[src/rtl/tmr_pkg.sv]
package tmr_pkg;
  localparam int unsigned SLOT_NUM = 3;
  localparam int unsigned SLOT_COUNT = 0;
  localparam int unsigned SLOT_CTRL  = 1;
  localparam int unsigned SLOT_LIMIT = 2;
  localparam int unsigned IE_BIT   = 0;
  localparam int unsigned NH_BIT   = 1;
  localparam int unsigned PEND_BIT = 3;
endpackage

[src/rtl/tmr_addr_dec.sv]
module tmr_addr_dec #(
  parameter int unsigned ADDR_W    = 12,
  parameter int unsigned BASE_ADDR = 32'h21
) (
  input  logic [ADDR_W-1:0]            addr,
  output logic [tmr_pkg::SLOT_NUM-1:0] hit
);
  for (genvar i = 0; i < tmr_pkg::SLOT_NUM; i++) begin : g_slot
    localparam logic [ADDR_W-1:0] SLOT_ADDR = ADDR_W'(BASE_ADDR + i);
    assign hit[i] = (addr == SLOT_ADDR);
  end
endmodule

[src/rtl/tmr_counter.sv]
module tmr_counter #(
  parameter int unsigned DATA_W = 32
) (
  input  logic              clk,
  input  logic              rst_n,
  input  logic              load,
  input  logic [DATA_W-1:0] load_val,
  input  logic              advance,
  input  logic [DATA_W-1:0] limit,
  output logic [DATA_W-1:0] count,
  output logic              wrap
);
  logic at_limit;
  assign at_limit = (count == limit);
  assign wrap     = advance && !load && at_limit;

  always_ff @(posedge clk) begin
    if (!rst_n) begin
      count <= '0;
    end else if (load) begin
      count <= load_val;
    end else if (advance) begin
      count <= at_limit ? '0 : count + 1'b1;
    end
  end
endmodule

[src/rtl/tmr_ctrl.sv]
module tmr_ctrl #(
  parameter int unsigned DATA_W = 32
) (
  input  logic              clk,
  input  logic              rst_n,
  input  logic              ctrl_we,
  input  logic              limit_we,
  input  logic [DATA_W-1:0] wdata,
  input  logic              wrap,
  output logic              ie,
  output logic              nh,
  output logic              pending,
  output logic [DATA_W-1:0] limit
);
  always_ff @(posedge clk) begin
    if (!rst_n) begin
      ie      <= 1'b0;
      nh      <= 1'b0;
      pending <= 1'b0;
      limit   <= '1;
    end else begin
      if (ctrl_we) begin
        ie <= wdata[tmr_pkg::IE_BIT];
        nh <= wdata[tmr_pkg::NH_BIT];
      end
      if (limit_we) limit <= wdata;
      if (wrap && ie)   pending <= 1'b1;
      else if (ctrl_we) pending <= 1'b0;
    end
  end
endmodule

[src/rtl/interval_timer.sv]
module interval_timer #(
  parameter int unsigned ADDR_W    = 12,
  parameter int unsigned DATA_W    = 32,
  parameter int unsigned BASE_ADDR = 32'h21
) (
  input  logic              clk,
  input  logic              rst_n,
  input  logic              bus_wr,
  input  logic [ADDR_W-1:0] bus_addr,
  input  logic [DATA_W-1:0] bus_wdata,
  output logic [DATA_W-1:0] bus_rdata,
  input  logic              cpu_halted,
  output logic              irq
);
  import tmr_pkg::*;

  logic [SLOT_NUM-1:0] hit;
  logic [DATA_W-1:0]   count_q, limit_q;
  logic                ie_q, nh_q, pend_q, wrap_evt, advance;

  tmr_addr_dec #(.ADDR_W(ADDR_W), .BASE_ADDR(BASE_ADDR)) u_dec (
    .addr(bus_addr), .hit(hit)
  );

  assign advance = !(nh_q && cpu_halted);

  tmr_counter #(.DATA_W(DATA_W)) u_cnt (
    .clk(clk), .rst_n(rst_n),
    .load(bus_wr && hit[SLOT_COUNT]), .load_val(bus_wdata),
    .advance(advance), .limit(limit_q),
    .count(count_q), .wrap(wrap_evt)
  );

  tmr_ctrl #(.DATA_W(DATA_W)) u_ctl (
    .clk(clk), .rst_n(rst_n),
    .ctrl_we(bus_wr && hit[SLOT_CTRL]),
    .limit_we(bus_wr && hit[SLOT_LIMIT]),
    .wdata(bus_wdata), .wrap(wrap_evt),
    .ie(ie_q), .nh(nh_q), .pending(pend_q), .limit(limit_q)
  );

  always_comb begin
    bus_rdata = '0;
    if (hit[SLOT_COUNT]) bus_rdata = count_q;
    if (hit[SLOT_LIMIT]) bus_rdata = limit_q;
    if (hit[SLOT_CTRL]) begin
      bus_rdata[IE_BIT]   = ie_q;
      bus_rdata[NH_BIT]   = nh_q;
      bus_rdata[PEND_BIT] = pend_q;
    end
  end

  assign irq = pend_q;
endmodule

[config.mk]
export PLATFORM = sky130hd
export DESIGN_NAME = interval_timer
export DESIGN_NICKNAME = d
export VERILOG_FILES = /design/src/rtl/tmr_pkg.sv /design/src/rtl/tmr_addr_dec.sv /design/src/rtl/tmr_counter.sv /design/src/rtl/tmr_ctrl.sv /design/src/rtl/interval_timer.sv
export SDC_FILE = /design/constraint.sdc
export NUM_CORES = 1
export LEC_CHECK = 0
export ABC_AREA = 1
export BUFFER_PORTS_ARGS = -buffer_cell sky130_fd_sc_hd__buf_2
export CORE_ASPECT_RATIO = 1.25
export CORE_UTILIZATION = 57
export CTS_CLUSTER_DIAMETER = 30
export DETAILED_ROUTE_END_ITERATION = 8
export PLACE_DENSITY = 0.8
export SYNTH_ARGS = -nofsm -noshare
export SYNTH_HDL_FRONTEND = slang
export SYNTH_SLANG_ARGS = --single-unit
[constraint.sdc]
create_clock -name clk -period 2.1 [get_ports clk]
set_clock_uncertainty 0.1 [all_clocks]
set_input_delay 0.42 -clock clk [delete_from_list [all_inputs] [get_ports clk]]
set_output_delay 0.42 -clock clk [all_outputs]
set_load 0.02 [all_outputs]
==> results by group, run 1 <==
Synth
  – Syn Nets: between 700 and 800
  – Mean Syn Cell Area: 7.329 sq um
  – Yosys reg bits: 67
  – Ys Warns: 0
  – Register area share after synthesis: roughly a quarter
  – Mapped Area: between 5000 and 6000 sq um
  – Ys flop type: dfxtp_1
  – Synthesized netlist cell count: 725
  – Number of synthesized flops with an enable pin: 0
  – Async SR Flop Fraction: 0%
  – Synth cell types: 37

Finish
  – Layout cells sized above 1: a little over a third
  – N_diodes: 0
  – Fillers: just over 700
  – Area grow syn2layout: 22.04%
  – Final Util: between 70% and 80%
  – Nets: approximately 850

Clocking
  – Root Driver: clkbuf_16
  – TritonCTS buffer count: 9
  – Clk buf depth: 2
  – H-tree levels: 3
  – Clk slew on worst S/H paths: 0.05 ns
  – CTS Sinks: 67
  – Worst skew pair latency: around 0.34 ns
  – CTS tree: built

Global route
  – All-Layer GR Usage: between 30% and 40%
  – First-pass GRT wire length: between 20000 and 25000 um
  – Largest net degree at the start of global routing: 50
  – Vias in the first global route: just over 5000
  – Total global routing overflow: 0
  – Initial antenna violation count: 0

Placement
  – Post-DP HPWL: between 10000 and 15000 um
  – Pre-CTS setup slack: -0.2025 ns
  – Port Buffer Count: 80
  – GPL Wtd Cong: approximately 0.93

Route
  – Drt drc: 0
  – Final wirelength: approximately 15000 um
  – Initial DRC count: approximately 390
  – Via Count: between 5000 and 6000
  – Vias/cell: between 5 and 6
  – Final ANT Viol Nets: 0
  – DRT Pass-1 Iters: 5
  – Routed WL per cell: 16.54 um

STA
  – Final Hold Vio Count: 0
  – Post-route worst setup slack: -0.1223 ns
  – Final Setup Violations: 32
  – Final period util: 105.8%
  – Rel. slew slack: ~60%
  – Fin crit period: roughly 2.2 ns
  – Worst Tran Pin Value: roughly 0.57 ns
  – Max Slew Vio Count: 0
  – RSZ-0062 raised after global routing: true
  – Fmax: about 0.45 GHz

Flow run
  – Total of max-cap violations: 0

Critical path
  – WS Path Type: input port to output port
  – CP Cell Sequence: buf_6 -> or2_4 -> nor2_4 -> nand3_4 -> inv_6 -> buf_12 -> buf_12 -> a32o_1 -> buf_4
  – Max stage delay on crit path: 0.29 ns
  – CP Capture Type: output port
  – R2R cell count: 10
  – CP Launch Type: input port
  – Largest delay share family, worst path: buffers and inverters
  – Crit path max fanout: 9
  – RR Startpoint: u_cnt.count[1]
  – Buf/Inv on CP: 5
  – Data required, critical path: 1.58 ns
  – CP max stage cell: or2_4
  – Worst r2r dst: u_cnt.count[26]
  – Worst endpoint data arrival time: between 1.5 and 2 ns
  – Worst R2R Setup Slack: approximately 0.11 ns
  – Critical Path Most Common Cell: buf_12

Pwr
  – Total power: 2.822 mW
  – Worst VDD drop: 0.3754 mV
  – LEAKAGE: between 2 and 3 nW
  – Pwr per Cell Area: between 400 and 500 nW/um^2

Outcome
  – Failing checks: setup timing
  – Status: complete, but fails checks

Hold path
  – Hold Crit Class: input port to flop
  – Worst hold stages: 3
  – Worst Hold Endpoint: u_ctl.limit[24]
  – Hold Startpoint: bus_wdata[24]

Floorplanning
  – Initial core utilization: between 50% and 60%
  – DIE HEIGHT: between 100 and 150 um
  – Die Area: 9715 sq um
  – Die Wd: around 90 um
  – I/O Pins: 81
  – Core ar.: roughly 9100 sq um
  – Site Rows: 39
## synth_stat cells (2+ instances only)
cell type,number,share of area [%]
clkbuf_1,7,0.49
inv_2,6,0.42
xnor2_1,35,5.8
nand3b_1,2,0.28
a21oi_2,32,5.3
o21ai_2,32,5.3
nand3_2,7,1.3
a22oi_1,2,0.28
buf_6,17,3.6
nand2_4,2,0.42
dfxtp_1,67,25
and2_1,2,0.24
o21ai_1,2,0.19
nor3_4,2,0.61
inv_1,103,7.3
o32ai_1,6,0.99
nand4_1,2,0.24
nand3_1,77,7.3
buf_1,3,0.21
buf_2,27,2.5
a21oi_1,7,0.66
a32o_1,23,4.3
nand2_1,148,10
nand2_2,5,0.59
clkbuf_2,3,0.28
xor2_1,11,1.8
nor2_1,45,3.2
o211ai_2,32,7.5
nor2_2,4,0.47
nor2_4,7,1.5
## where the power goes
group	switching, mW	internal (mW)
Sequential	0.00722	1.28
Clock	0.538	0.812
Combinational	0.117	0.0701
## worst max-delay path by stage
stage,startpoint,end,slack (ns),depth (start not counted)
floorplan,bus_addr[3],bus_rdata[0],0.03,7
global placement,bus_addr[3],bus_rdata[28],-0.15,8
detailed placement,bus_addr[3],bus_rdata[10],-0.20,8
CTS,bus_addr[3],bus_rdata[22],-0.08,9
global route,bus_addr[7],bus_rdata[10],-0.15,10
finish,bus_addr[3],bus_rdata[14],-0.12,9
## final cells by class
cell class / count / area, sq um / share of cell area (%)
clock buffers: 13 / 250.2 / 3.859
inverters: 110 / 430.4 / 6.637
multi-input cells: 490 / 3299 / 50.88
flip-flops and latches: 67 / 1341 / 20.68
well taps: 123 / 153.9 / 2.373
repair buffers: 122 / 1010 / 15.57
## placed cells by master, fill, tap and decap left out, drive strengths merged, types with 14 or more instances in the layout
cell and instances:
o21ai 34, nand3 85, dfxtp 67, xnor2 35, nand2 155, inv 109
clkbuf 14, a32o 23, nor2 56, o211ai 32, a21oi 39, buf 121
## cell families after synthesis
| group | Yosys count | share of synthesized area, % |
|---|---|---|
| AO/OA/AOI/OAI | 136 | 24.53 |
| buffers and inverters | 168 | 15.07 |
| XOR/XNOR | 46 | 7.582 |
| adder cells (fa/ha/maj) | 1 | 0.2354 |
| flip-flops | 67 | 25.24 |
| AND/OR/NAND/NOR | 307 | 27.34 |
## registers in the layout, indices dropped and copies added (netlist names)
name / flops
u_cnt.count: 32
u_ctl.ie: 1
u_ctl.limit: 32
u_ctl.nh: 1
u_ctl.pending: 1
## worst min-delay path, stage by stage
cell and delay [ns]:
buf_2 0.07, inv_1 0.05, o211ai_2 0.14
## timing repair
| action | CTS | global route |
|---|---|---|
| setup buffers | 7 | 0 |
| setup endpoints to repair | 30 | 32 |
| hold buffers | 0 | 0 |
| cloned | 1 | 1 |
| endpoints found under the hold margin | 0 | 0 |
| pin swaps | 2 | 7 |
| gates resized for setup | 54 | 25 |
## per-stage QoR
stage | cells | setup TNS, ns | cell area, sq um | hold WS [ns]
floorplan | 725 | 0 | 5328 | 0.3605
global placement | 904 | -3.527 | 5856 | 0.3709
detailed placement | 904 | -4.703 | 5856 | 0.3823
CTS | 925 | -1.441 | 6407 | 0.2768
global route | 925 | -3.785 | 6485 | 0.2957
finish | 925 | -2.305 | 6485 | 0.2842
## per-layer routing
layer / routed length [um] / vias to the layer above / GRT usage (%) / part of all wire (%)
met3: 929 / 51 / 4.129 / 6.1
met1: 6023 / 2489 / 36.93 / 39
li1: - / 2504 / - / -
met4: 548 / 0 / 17.40 / 3.6
met2: 7797 / 205 / 56.70 / 51
met5: 0 / - / 0 / 0
Power figures use the tool's default switching activity.
==> run 2, diff against run 1 <==
--- a/config.mk
+++ b/config.mk
@@ -5,13 +5,13 @@
 export SDC_FILE = /design/constraint.sdc
 export NUM_CORES = 1
 export LEC_CHECK = 0
-export ABC_AREA = 1
+export ABC_AREA = 0
 export BUFFER_PORTS_ARGS = -buffer_cell sky130_fd_sc_hd__buf_2
 export CORE_ASPECT_RATIO = 1.25
-export CORE_UTILIZATION = 57
+export CORE_UTILIZATION = 56
 export CTS_CLUSTER_DIAMETER = 30
 export DETAILED_ROUTE_END_ITERATION = 8
-export PLACE_DENSITY = 0.8
+export PLACE_DENSITY = 0.81
 export SYNTH_ARGS = -nofsm -noshare
 export SYNTH_HDL_FRONTEND = slang
 export SYNTH_SLANG_ARGS = --single-unit
==> results by group, run 2 <==
Global route
  – Busiest grt layer: met2
  – First-pass GRT wire length: approximately 22000 um
  – Met1 Use GR: around 44%
  – Met2 GRT Util: between 60% and 70%
  – Met3 Track Usage GR: 6.636%
  – Largest net degree at the start of global routing: 61
  – Vias in the first global route: 4412
  – Total global routing overflow: 0
  – Initial antenna violation count: 0
  – All-Layer GR Usage: between 30 and 40%

STA
  – Hold_ws: 0.1793 ns
  – Setup TNS: -25.09 ns
  – RSZ-0062 raised after global routing: true
  – Final period util: 127.6%
  – Worst Tran Pin Value: between 0.8 and 0.9 ns
  – Max Slew Vio Count: 0
  – Final Setup Violations: 98
  – Rel. slew slack: 40.60%
  – Fmax: roughly 0.37 GHz
  – Final Hold Vio Count: 0
  – Post-route worst setup slack: -0.5789 ns
  – Fin crit period: roughly 2.7 ns

Finish
  – Non-Filler Instances: slightly above 700
  – Nets: 668
  – N_diodes: 0
  – Most frequent cells in the layout: nand2_1, dfxtp_1, nand3_1
  – Layout cells sized above 1: between 20% and 30%
  – Final Util: a little under 80%
  – Top Registers: u_cnt.count x32, u_ctl.limit x32
  – Area grow syn2layout: 33.36%
  – Fillers: 471
  – Most common cell after layout, fill and taps aside: nand2_1

Route
  – Vias/cell: approximately 6.5
  – Final wirelength: about 14000 um
  – Via Count: between 4000 and 5000
  – Initial DRC count: ~600
  – DRT Pass-1 Iters: 5
  – Final ANT Viol Nets: 0
  – Routed WL per cell: roughly 19 um
  – Drt drc: 0

Critical path
  – CP max stage cell: or4_4
  – Max stage delay on crit path: ~0.55 ns
  – WS Path Type: input port to output port
  – Critical Path Most Common Cell: buf_6
  – Critical path depth in cells: 7
  – CP Capture Type: output port
  – Crit path max fanout: 8
  – Worst endpoint data arrival time: ~2.2 ns
  – CP Launch Type: input port
  – Data required, critical path: around 1.6 ns
  – R2R cell count: 6
  – Buf/Inv on CP: 3
  – Largest delay share family, worst path: simple AND/OR/NAND/NOR gates
  – CP Cell Sequence: buf_6 -> or4_4 -> or3_4 -> nor2b_4 -> buf_6 -> a22o_1 -> buf_6

Placement
  – GPL Wtd Cong: 0.8678
  – Post-DP HPWL: approximately 8700 um
  – # placed instances: about 690
  – Port Buffer Count: 80

Synth
  – Ranking of synthesized cells by area: dfxtp_1, xor2_1, nand2_1
  – Yosys top cell area share: between 30% and 40%
  – Top-count cell post-synth: nand2_1
  – Mapped Area: 4118 sq um
  – Syn Nets: 580
  – Async SR Flop Fraction: 0%
  – Yosys reg bits: 67
  – Cell taking the most area after synthesis: dfxtp_1
  – Most instantiated cells after synthesis: nand2_1, dfxtp_1, nand3_1
  – Ys flop type: dfxtp_1
  – Synthesized netlist cell count: 531
  – Ys Warns: 0
  – Mean Syn Cell Area: about 7.8 sq um
  – Number of synthesized flops with an enable pin: 0
  – Register area share after synthesis: around a third
  – Synth cell types: 41

Clocking
  – Clk slew on worst S/H paths: around 0.080 ns
  – Clk buf depth: 2
  – Root Driver: clkbuf_8
  – CTS Sinks: 67
  – CTS tree: built
  – TritonCTS buffer count: 9
  – H-tree levels: 3
  – Worst skew pair latency: 0.36 ns

Floorplanning
  – Core ar.: between 7000 and 8000 sq um
  – Die Wd: 78.70 um
  – Die Area: ~7700 sq um
  – Initial core utilization: approximately 60%
  – Site Rows: 34
  – I/O Pins: 81
  – DIE HEIGHT: around 100 um

Hold path
  – Worst hold stages: 3
  – Hold Crit Class: input port to flop

Outcome
  – Failing checks: setup timing
  – Status: complete, but fails checks

Pwr
  – Pwr per Cell Area: around 450 nW/um^2
  – LEAKAGE: approximately 2.5 nW
  – Worst VDD drop: 0.3930 mV

Flow run
  – Total of max-cap violations: 0
[run 2: cell type report]
class                           count  area (sq um)  share of cell area, %
Timing Repair Buffer              130          1125                  20.48
Multi-Input combinational cell    407          2718                  49.49
Sequential cell                    67          1341                  24.42
Inverter                            4         15.01                 0.2734
Clock buffer                       12         155.1                  2.825
Tap cell                           90         112.6                  2.051
Clock inverter                      4         25.02                 0.4557
[run 2: path summary, 6_finish.rpt]
path                   from               to  slack (ns)
max            bus_addr[10]    bus_rdata[10]       -0.58
min           bus_wdata[13]  u_ctl.limit[13]        0.18
max reg2reg  u_cnt.count[7]  u_cnt.count[17]       -0.14
min reg2reg  u_ctl.limit[9]   u_ctl.limit[9]        0.40
[run 2: routing by layer]
metal / share of wire [%] / vias to the layer above
li1: - / 2089
met1: 37 / 2182
met2: 49 / 303
met3: 8.8 / 57
met4: 4.5 / 0
met5: 0 / -
[run 2: worst min-delay path, cell delays in order]
cell and delay, ns:
buf_2 0.09, nand2_1 0.04, nand3_1 0.06
[run 2: repair_timing]
item / in CTS / in global routing
gates resized for setup: 79 / 18
hold buffers: 0 / 0
pin swaps: 14 / 13
setup endpoints to repair: 85 / 98
hold endpoints to repair: 0 / 0
gates cloned: 3 / 0
setup buffers: 4 / 2
[run 2: cells by family (layout without fill, tap and decap cells)]
logic type,count (synthesis),in the layout,share of synthesized area [%]
AOI/OAI and AO/OA,94,94,16.99
xor gates and xnor gates,44,44,9.359
adders and majority gates,1,1,0.3038
buffers and inverters,57,150,6.077
DFF,67,67,32.57
muxes,21,21,5.226
and+or+nand+nor,247,247,29.47
[run 2: metrics by stage]
| stage | cell area [sq um] | setup WS [ns] | power (mW) |
|---|---|---|---|
| after global placement | 4949 | -0.5675 | 1.461 |
| after detailed placement | 4949 | -0.5973 | 1.465 |
| after global routing | 5492 | -0.6204 | 2.527 |
| after CTS | 5477 | -0.5579 | 2.460 |
| final | 5492 | -0.5789 | 2.488 |
| after floorplan | 4277 | -0.3920 | 1.373 |
[run 2: where the power goes]
group	switching [mW]	leakage (nW)	total [mW]	internal [mW]
clock	0.539	0.0884	1.03	0.489
combinational	0.0913	1.88	0.174	0.0828
sequential	0.0119	0.541	1.29	1.27
total	0.642	2.51	2.49	1.85
